**config.mk**
```make
export PLATFORM = sky130hd
export DESIGN_NAME = irq_route_regfile
export DESIGN_NICKNAME = d
export VERILOG_FILES = /design/src/rtl/irt_pkg.sv /design/src/rtl/irt_decode.sv /design/src/rtl/irt_entry.sv /design/src/rtl/irq_route_regfile.sv
export SDC_FILE = /design/constraint.sdc
export NUM_CORES = 2
export LEC_CHECK = 0
export BUFFER_PORTS_ARGS = -buffer_cell sky130_fd_sc_hd__buf_4
export CAP_MARGIN = 20
export CORE_AREA = 2 2 695 697
export DETAILED_ROUTE_END_ITERATION = 6
export DIE_AREA = 0 0 697 699
export SYNTH_ARGS = -nofsm -noshare
export SYNTH_HDL_FRONTEND = slang
export SYNTH_SLANG_ARGS = --single-unit
```
**constraint.sdc**
```tcl
create_clock -name clk -period 6.3 [get_ports clk]
set_clock_uncertainty 0.05 [all_clocks]
set_input_delay 1.26 -clock clk [delete_from_list [all_inputs] [get_ports clk]]
set_output_delay 1.26 -clock clk [all_outputs]
set_load 0.005 [all_outputs]
```
**src/rtl/irt_pkg.sv**
```systemverilog
package irt_pkg;
  localparam logic [7:0]  OFS_SEL  = 8'h00;
  localparam logic [7:0]  OFS_WIN  = 8'h10;
  localparam logic [31:0] SEL_VER  = 32'd0;
  localparam logic [31:0] SEL_ID   = 32'd1;
  localparam logic [31:0] SEL_ARB  = 32'd2;
  localparam logic [31:0] ENT_BASE = 32'h10;
  localparam int B_RIRR = 14;
  localparam int B_MASK = 16;
  localparam logic [63:0] ENT_RST = 64'h1 << B_MASK;

  typedef enum logic [2:0] {WK_VER, WK_ID, WK_ARB, WK_ENT, WK_NONE} win_kind_e;

  // Entry index selected by a select value (wraps below ENT_BASE).
  function automatic logic [31:0] ent_index(input logic [31:0] sel);
    return (sel - ENT_BASE) >> 1;
  endfunction

  function automatic logic [31:0] ver_word(input int unsigned npins, input logic [7:0] ver);
    logic [7:0] top;
    top = 8'(npins - 1);
    return {8'h00, top, 8'h00, ver};
  endfunction

  function automatic logic [31:0] id_word(input logic [3:0] id);
    return {4'h0, id, 24'h0};
  endfunction

  function automatic logic len_ok(input logic [3:0] len);
    return (len == 4'd4) || (len == 4'd8);
  endfunction
endpackage

```
**src/rtl/irt_decode.sv**
```systemverilog
module irt_decode
  import irt_pkg::*;
#(
  parameter int unsigned NPINS  = 24,
  parameter int unsigned ADDR_W = 12,
  localparam int unsigned IDX_W = $clog2(NPINS)
) (
  input  logic [ADDR_W-1:0] addr,
  input  logic [3:0]        len,
  input  logic [31:0]       sel,
  output logic              hit_sel,
  output logic              hit_win,
  output logic              acc_ok,
  output win_kind_e         kind,
  output logic [IDX_W-1:0]  idx,
  output logic              hi
);
  logic [31:0] full_idx;

  always_comb begin
    hit_sel  = (addr[7:0] == OFS_SEL);
    hit_win  = (addr[7:0] == OFS_WIN);
    acc_ok   = len_ok(len);
    full_idx = ent_index(sel);
    hi       = sel[0];
    case (sel)
      SEL_VER: kind = WK_VER;
      SEL_ID:  kind = WK_ID;
      SEL_ARB: kind = WK_ARB;
      default: kind = (full_idx < NPINS) ? WK_ENT : WK_NONE;
    endcase
    idx = (kind == WK_ENT) ? full_idx[IDX_W-1:0] : '0;
  end
endmodule

```
**src/rtl/irt_entry.sv**
```systemverilog
module irt_entry
  import irt_pkg::*;
(
  input  logic        clk,
  input  logic        rst_n,
  input  logic        wr_lo,
  input  logic        wr_hi,
  input  logic [31:0] wd,
  input  logic        rirr_set,
  output logic [63:0] ent
);
  always_ff @(posedge clk or negedge rst_n) begin
    if (!rst_n) begin
      ent <= ENT_RST;
    end else begin
      if (rirr_set) ent[B_RIRR] <= 1'b1;
      if (wr_hi)    ent[63:32]  <= wd;
      if (wr_lo) begin
        ent[31:0]   <= wd;
        ent[B_RIRR] <= 1'b0;
      end
    end
  end

  p_lo_clears_rirr_r6: assert property (@(posedge clk) disable iff (!rst_n)
    wr_lo |=> !ent[B_RIRR]);
  p_rirr_hold_r6: assert property (@(posedge clk) disable iff (!rst_n)
    (!wr_lo && !rirr_set) |=> (ent[B_RIRR] == $past(ent[B_RIRR])));
  p_rirr_set_r6: assert property (@(posedge clk) disable iff (!rst_n)
    (rirr_set && !wr_lo) |=> ent[B_RIRR]);
endmodule

```
**src/rtl/irq_route_regfile.sv**
```systemverilog
module irq_route_regfile
  import irt_pkg::*;
#(
  parameter int unsigned NPINS   = 24,
  parameter int unsigned ADDR_W  = 12,
  parameter logic [7:0]  VERSION = 8'h11,
  localparam int unsigned IDX_W  = $clog2(NPINS)
) (
  input  logic                  clk,
  input  logic                  rst_n,
  input  logic                  bus_wr,
  input  logic                  bus_rd,
  input  logic [ADDR_W-1:0]     bus_addr,
  input  logic [3:0]            bus_len,
  input  logic [63:0]           bus_wdata,
  output logic [31:0]           bus_rdata,
  input  logic [NPINS-1:0]      req_set,
  input  logic [NPINS-1:0]      req_clr,
  input  logic [NPINS-1:0]      rirr_set,
  output logic [NPINS-1:0]      pend_req,
  output logic [64*NPINS-1:0]   route_tbl,
  output logic                  mask_chg_vld,
  output logic [IDX_W-1:0]      mask_chg_pin,
  output logic                  mask_chg_val,
  output logic                  svc_vld,
  output logic [IDX_W-1:0]      svc_pin
);
  logic [31:0]      sel_q;
  logic [3:0]       id_q;
  logic [31:0]      wd;
  logic             hit_sel, hit_win, acc_ok, hi;
  win_kind_e        kind;
  logic [IDX_W-1:0] idx;
  logic [63:0]      ent [NPINS];

  // Named internal events
  logic we_sel, we_win, we_id, we_ent, we_lo, we_hi, mask_old, mask_flip, oob_wr;

  assign wd = bus_wdata[31:0];

  irt_decode #(.NPINS(NPINS), .ADDR_W(ADDR_W)) u_dec (
    .addr(bus_addr), .len(bus_len), .sel(sel_q),
    .hit_sel(hit_sel), .hit_win(hit_win), .acc_ok(acc_ok),
    .kind(kind), .idx(idx), .hi(hi)
  );

  assign we_sel    = bus_wr && acc_ok && hit_sel;
  assign we_win    = bus_wr && acc_ok && hit_win;
  assign we_id     = we_win && (kind == WK_ID);
  assign we_ent    = we_win && (kind == WK_ENT);
  assign we_lo     = we_ent && !hi;
  assign we_hi     = we_ent && hi;
  assign oob_wr    = we_win && (kind == WK_NONE);
  assign mask_old  = ent[idx][B_MASK];
  assign mask_flip = we_lo && (wd[B_MASK] != mask_old);

  for (genvar g = 0; g < NPINS; g++) begin : g_ent
    irt_entry u_ent (
      .clk(clk), .rst_n(rst_n),
      .wr_lo(we_lo && (idx == IDX_W'(g))),
      .wr_hi(we_hi && (idx == IDX_W'(g))),
      .wd(wd), .rirr_set(rirr_set[g]),
      .ent(ent[g])
    );
    assign route_tbl[64*g +: 64] = ent[g];
  end

  always_ff @(posedge clk or negedge rst_n) begin
    if (!rst_n) begin
      sel_q        <= '0;
      id_q         <= '0;
      pend_req     <= '0;
      mask_chg_vld <= 1'b0;
      mask_chg_pin <= '0;
      mask_chg_val <= 1'b0;
      svc_vld      <= 1'b0;
      svc_pin      <= '0;
    end else begin
      if (we_sel) sel_q <= wd;
      if (we_id)  id_q  <= wd[27:24];
      pend_req     <= (pend_req | req_set) & ~req_clr;
      mask_chg_vld <= mask_flip;
      svc_vld      <= we_ent && pend_req[idx];
      if (mask_flip) begin
        mask_chg_pin <= idx;
        mask_chg_val <= wd[B_MASK];
      end
      if (we_ent) svc_pin <= idx;
    end
  end

  always_comb begin
    bus_rdata = '0;
    if (bus_rd) begin
      if (hit_sel) bus_rdata = sel_q;
      else if (hit_win) begin
        case (kind)
          WK_VER:         bus_rdata = ver_word(NPINS, VERSION);
          WK_ID, WK_ARB:  bus_rdata = id_word(id_q);
          WK_ENT:         bus_rdata = hi ? ent[idx][63:32] : ent[idx][31:0];
          default:        bus_rdata = '0;
        endcase
      end
    end
  end

  p_len_ignored_r9: assert property (@(posedge clk) disable iff (!rst_n)
    (bus_wr && !len_ok(bus_len)) |=> ($stable(sel_q) && $stable(id_q)));
  p_ver_ro_r2: assert property (@(posedge clk) disable iff (!rst_n)
    (we_win && kind == WK_VER) |=> ($stable(id_q) && $stable(sel_q)));
  p_oob_discard_r5: assert property (@(posedge clk) disable iff (!rst_n)
    (oob_wr && rirr_set == '0) |=> $stable(route_tbl));
  p_mask_pulse_r7: assert property (@(posedge clk) disable iff (!rst_n)
    mask_chg_vld |-> (route_tbl[64*mask_chg_pin + B_MASK] == mask_chg_val));
  p_svc_after_write_r8: assert property (@(posedge clk) disable iff (!rst_n)
    svc_vld |-> $past(we_ent));
endmodule

```
## Word-level counts from Yosys, hierarchy flattened

Index checks and enable logic that the tools add are counted.

| cells by class | value |
|---|---|
| muxes and demuxes | 61 |
| equality and inequality tests | 32 |
| bitwise gates (word level) | 4 |
| add/subtract/negate cells | 1 |
| magnitude comparators | 3 |
| reductions and logical operators | 88 |

Operators by type and width:

| cell | number |
|---|---|
| $mux 15 | 24 |
| $bmux 64 s5 | 1 |
| $mux 32 | 4 |
| $mux 64 | 2 |
| $pmux 32 s3 | 1 |
| $logic_and 1x1->1 | 57 |
| $reduce_bool 2->1 | 24 |
| $eq 5x4->1 const B | 8 |
| $eq 5x5->1 const B | 8 |
| $eq 32x1->1 const B | 1 |
| $eq 32x2->1 const B | 1 |
| $logic_not 32->1 | 1 |
| $sub 32x5->32 const B | 1 |
| $lt 31x5->1 const B | 1 |
| $mux 1 | 25 |
| $and 24x24->24 | 1 |
| $not 24->24 | 1 |
| $or 24x24->24 | 1 |
| $eq 5x3->1 const B | 4 |
| $eq 5x2->1 const B | 2 |
| $pmux 3 s3 | 1 |
| $eq 8x5->1 const B | 1 |
| $logic_not 8->1 | 1 |
| $eq 3x2->1 const B | 2 |
| other kinds (16) | 16 |

| word-level totals | value |
|---|---|
| flip-flop bits (word level) | 1,609 |
| output and inout bits | 1,605 |
| word-level logic and storage cells | 269 |
| bits of input ports | 156 |

## Longest topological paths before layout

| logic depth | value |
|---|---|
| depth in word-level cells | 15 |
| gate-level depth with buffers | 19 |
| gate-level depth less buffers | 13 |

## Modules after synthesis

From an unflattened synthesis, not the netlist that was laid out.

| second synthesis, totals | value |
|---|---|
| cells, all modules | 4,673 |
| area, all modules | 80,970.2 µm² |

By module, submodules not included:

| module | area each (µm²) | cells an instance | times used | seq. area each (µm²) |
|---|---|---|---|---|
| irt_entry | 2,686.3 | 136 | 24 | 1,602.8 |
| irq_route_regfile | 16,113.0 | 1,353 | 1 | 1,826.8 |
| irt_decode | 385.4 | 56 | 1 | 0.0 |

## Least setup slack after synthesis

OpenSTA, ideal clock, no wires.

| timing | value |
|---|---|
| path kind | register to output |
| start | register sel_q[4] |
| end | output port bus_rdata[8] |
| cell stages (with the launch flop) | 15 |
| required time | 4.990 ns |
| slack | 1.208 ns |
| path buffers | 3 |
| arrival | 3.782 ns |
| path through | dfrtp_1 clkbuf_1 clkinv_1 ha_1 nor4b_1 xor2_1 clkbuf_1 nor4_2 nand3_1 buf_2 o22ai_1 a221oi_1 a2111oi_0 o211ai_1 a32o_1 |

| on the way | value |
|---|---|
| word-level cells in the longest chain between the ends | 15 |
| elaborated cells between the ends (all ways) | 22 |
| classes of those cells | add/sub: 1; order compare: 1; eq/ne: 5; mux: 11; bitwise: 1; reduce/logical: 3 |

RTL lines:

| element | RTL line | source |
|---|---|---|
| start, declared | irq_route_regfile.sv:28 | `logic [31:0] sel_q;` |
| start signal, assigned | irq_route_regfile.sv:79 | `if (we_sel) sel_q <= wd;` |
| $sub 32x5->32 | irt_pkg.sv:16 | `return (sel - ENT_BASE) >> 1;` |
| $lt 31x5->1 | irt_decode.sv:30 | `default: kind = (full_idx < NPINS) ? WK_ENT : WK_NONE;` |
| $mux 3 | irt_decode.sv:30 |  |
| $pmux 3 s3 | irt_decode.sv:26 | `case (sel)` |
| $eq 3x2->1 | irt_decode.sv:32, irq_route_regfile.sv:97 |  |
| $mux 5 | irt_decode.sv:32 | `idx = (kind == WK_ENT) ? full_idx[IDX_W-1:0] : '0;` |
| $not 5->6 (not written as such) | irq_route_regfile.sv:100 | `WK_ENT: bus_rdata = hi ? ent[idx][63:32] : ent[idx][31:0];` |
| $bmux 64 s5 | irq_route_regfile.sv:100 |  |
| $mux 64 (not written as such) (2 in series) | irq_route_regfile.sv:100 |  |
| $mux 32 | irq_route_regfile.sv:100 |  |
| $pmux 32 s3 * | irq_route_regfile.sv:97 | `case (kind)` |
| $mux 32 * | irq_route_regfile.sv:96 | `else if (hit_win) begin` |
| $mux 32 * | irq_route_regfile.sv:95 | `if (hit_sel) bus_rdata = sel_q;` |
| $mux 32 * | irq_route_regfile.sv:94 | `if (bus_rd) begin` |
| end, declared | irq_route_regfile.sv:16 | `output logic [31:0] bus_rdata,` |

Mark *: on every way between the ends. The rest lies on a longest branch, timed or not. The select of a mux whose other input is x is not followed.

## Worst setup path after layout

| timing | value |
|---|---|
| start | register sel_q[9] |
| end | output port bus_rdata[19] |

| on the way | value |
|---|---|
| word-level cells in the longest chain between the ends | 15 |
| elaborated cells between the ends (all ways) | 22 |
| classes of those cells | add/sub: 1; order compare: 1; eq/ne: 5; mux: 11; bitwise: 1; reduce/logical: 3 |

RTL lines:

| element | RTL line |
|---|---|
| $sub 32x5->32 | irt_pkg.sv:16 |
| $lt 31x5->1 | irt_decode.sv:30 |
| $mux 3 | irt_decode.sv:30 |
| $pmux 3 s3 * | irt_decode.sv:26 |
| $eq 3x2->1 | irt_decode.sv:32, irq_route_regfile.sv:97 |
| $mux 5 | irt_decode.sv:32 |
| $not 5->6 (not written as such) | irq_route_regfile.sv:100 |
| $bmux 64 s5 | irq_route_regfile.sv:100 |
| $mux 64 (not written as such) (2 in series) | irq_route_regfile.sv:100 |
| $mux 32 | irq_route_regfile.sv:100 |
| $pmux 32 s3 * | irq_route_regfile.sv:97 |
| $mux 32 * | irq_route_regfile.sv:96 |
| $mux 32 * | irq_route_regfile.sv:95 |
| $mux 32 * | irq_route_regfile.sv:94 |

Marks and branches as above.

==> flow_metrics.py <==
metrics = {
    "run_status": {
        "outcome": "complete, but fails checks",
        "violations": "DRC, setup timing",
    },
    "floorplanning": {
        "fp.coreArea_um2": 480000,
        "die_height_um": 699,
        "fp.dieArea_um2": 487000,
        "rows": 255,
        "die_x_um": 697,
        "start_util_pct": 15.8,
        "pin_count": 1761,
    },
    "layout": {
        "area_growth_pct": 50.1,
        "final_cells": 15000,
        "drive_gt1_share_pct": 58.5,
        "fin_nets": 8478,
    },
    "critical_path": {
        "worstSetupPathType": "reg -> out",
        "r2r-end": "g_ent[2].u_ent.ent[28]",
        "crit_chain": "nor3_4 > buf_6 > nand4_1 > buf_6 > or4_4 > o211ai_4 > buf_12 > nor4_4 > buf_4 > nand3_4 > buf_12 > o22ai_2 > a221oi_4 > nor4_2 > buf_4 > o211ai_1 > clkbuf_16 > a32o_2 > buf_6",
        "crit_top_cell": "buf_6",
        "cp-start-kind": "flip-flop",
        "arrival_ns": 5.67,
        "reg2reg_depth": 19,
        "end_kind": "primary output",
        "cp.required_ns": 4.99,
        "path_max_fanout": 5,
        "cp_slowest_cell": "o211ai_1",
        "worstReg2RegStart": "sel_q[9]",
        "worst_path_largest_cell_delay_ns": 0.78,
        "r2r_slack_ns": 0.24,
    },
    "logic_synthesis": {
        "yosys_warnings": 0,
        "synth_edf_count": 0,
        "ys_seq_area_share_pct": 53.0,
        "synth-main-ff-cell": "dfrtp_1",
        "ys_types": 90,
        "synth.area.top_cells": "dfrtp_1 52%, mux2_2 23%, mux2i_1 2.7%, nor2_1 2.0%, clkbuf_1 1.9%",
        "async_flop_share_pct": 100,
        "yosysTopAreaCellShare_pct": 52.2,
        "avgSynthCellArea_um2": 12.3,
        "syn_nets": 6355,
        "synth_top_area_cell": "dfrtp_1",
        "postSynthCellCount": 6197,
        "mappedNetlistArea_um2": 76000,
        "synth-seq-cells": 1609,
    },
    "cts": {
        "clockBufferDepth": 4,
        "numCtsBuffers": 206,
        "cts.sinks": 1609,
        "h-tree-depth": 4,
        "cts.clk_slew.worst_paths_ns": 0.07,
        "cts_root_buf": "clkbuf_16",
        "clock_latency_ns": 0.95,
        "cts_tree": "yes",
    },
    "sta": {
        "relSlewSlack_pct": 18.8,
        "finalSetupViolCount": 32,
        "hold_ws_ns": 0.227,
        "finalCritPeriodShare_pct": 111,
        "layout_setup_ws_ns": -0.675,
        "worstMarginPinSlew_ns": 1.22,
        "clock.fmax_mhz": 143,
        "rsz0062_at_grt": "yes",
        "maxSlewViolCount": 0,
        "fin_crit_ns": 6.98,
        "hold_viol": 0,
    },
    "routing": {
        "drt-initial-drc-count": 8968,
        "dr.max_layer_used": "met5",
        "wl_met1_mm": 264,
        "dr_total_vias": 71400,
        "drc": 6,
        "dr_wl_met3_mm": 75.0,
        "wl_met2_mm": 300,
        "antenna_left": 0,
        "vias_per_cell": 4.77,
        "drt_pass1_iterations": 7,
        "wirelength_mm": 682,
        "wl_per_cell_um": 45.5,
    },
    "placed_design": {
        "dp_cells": 14300,
        "dp_hpwl_mm": 515,
        "portBuffers": 1724,
        "routabilityCongestion": 0.937,
    },
    "global_routing": {
        "grt_pass1_vias": 67000,
        "antenna_found_initial": 82,
        "grt_pass1_wl_mm": 839,
        "grt_max_degree": 155,
        "grt_overflow": 0,
        "track_usage_pct": 26.8,
    },
    "min_path": {
        "hp-class": "in -> async",
    },
    "power_and_ir_drop": {
        "ir_drop_uv": 246,
        "leakagePower_uw": 0.0553,
        "power.density_nw_per_um2": 216,
    },
    "job": {
        "cap_violations": 0,
    },
}
## sequential cells by signal, summed over array words and instances (netlist names)
signal           flops
g_ent.u_ent.ent   1536
sel_q               32
pend_req            24
mask_chg_pin         5
svc_pin              5
id_q                 4
mask_chg_val         1
mask_chg_vld         1
svc_vld              1
## cells in the mapped netlist (74+ instances only)
cell type,instances
o211ai_1,83
nand2_1,235
mux2i_1,208
dfrtp_1,1585
o21ai_0,230
buf_2,132
nor3_1,81
mux2_2,1569
nor2_1,414
a21oi_1,240
clkbuf_1,376
o22ai_1,143
nand3_1,74
## how the worst max path moves through the flow
stage	start	endpoint	slack, ns	cells past startpoint
floorplan	sel_q[4]	bus_rdata[8]	1.21	14
finish	sel_q[9]	bus_rdata[19]	-0.68	19
global placement	sel_q[10]	bus_rdata[18]	-1.04	17
global route	sel_q[9]	bus_rdata[18]	-0.78	17
detailed placement	sel_q[10]	bus_rdata[18]	-1.07	17
CTS	sel_q[8]	bus_rdata[18]	-0.80	17
## critical path: cells and delay by family (launching register included)
family / cells / cell delay [ns]
flops: 1 / 0.42
simple gates: 6 / 1.17
compound gates: 5 / 1.59
buf+inv: 8 / 1.49
## cell usage in the layout (no fill, tap or decap), types with 44 or more instances in the layout
cell type  instances
buf_12           156
o221ai_1          44
clkbuf_16        211
diode_2           60
nor2_4            50
buf_6             92
o22ai_1          116
nor3_1            48
o21ai_0          186
mux2i_1          208
a21oi_1          198
o211ai_1          83
nor2_1           352
nand2_1          207
mux2_2          1569
dfrtp_1         1578
buf_4           2205
clkbuf_1          49
mux4_2            47
## metrics by stage
| stage | setup WS [ns] | power, uW | util (%) | cell area, um2 | setup TNS (ns) |
|---|---|---|---|---|---|
| 5_1_grt | -0.777 | 25200 | 23.7 | 114000 | -14.31 |
| 4_1_cts | -0.796 | 24800 | 23.3 | 112000 | -14.75 |
| 2_1_floorplan | 1.21 | 10900 | - | 76000 | 0 |
| 3_3_place_gp | -1.04 | 11800 | 21.0 | 101000 | -10.03 |
| 3_5_place_dp | -1.07 | 11800 | 21.0 | 101000 | -10.95 |
| 6_report | -0.675 | 24700 | 23.8 | 114000 | -10.59 |
## area by class of cell
class | count | area, um2
Fill cell | 51000 | 366000
Sequential cell | 1609 | 40300
Multi-Input combinational cell | 3960 | 36400
Timing Repair Buffer | 2507 | 21800
Tap cell | 6425 | 8040
Clock buffer | 295 | 5890
Clock inverter | 86 | 1320
Inverter | 36 | 154
Antenna cell | 60 | 150
## power breakdown
| part | internal [uW] | switching (uW) | leakage (uW) |
|---|---|---|---|
| registers | 10400 | 24.9 | 0.0221 |
| clock network | 7410 | 5510 | 0.00347 |
| logic | 321 | 1050 | 0.0297 |
| total | 18100 | 6580 | 0.0553 |
## per-layer routing
layer | global-route usage, % | vias to the layer above
met5 | 0 | -
met1 | 32.6 | 37900
met4 | 13.1 | 14
met2 | 41.8 | 5081
li1 | - | 27300
met3 | 9.85 | 1165
## kinds of logic after synthesis
family	synth area share, %
XOR/XNOR	0.127
adder cells (fa/ha/maj)	0.0329
flip-flops	53.0
AND/OR/NAND/NOR	5.97
AO/OA/AOI/OAI	9.59
buffers and inverters	3.38
multiplexers	27.9
## repair_timing
| action | 4_1_cts | 5_1_grt |
|---|---|---|
| setup buffers | 154 | 110 |
| endpoints found under the setup margin | 47 | 32 |
| hold buffers | 0 | 0 |
| gates resized for setup | 502 | 284 |
| pin swaps | 122 | 136 |
| cloned | 5 | 3 |
| hold endpoints to repair | 0 | 0 |
Power figures use the tool's default switching activity.
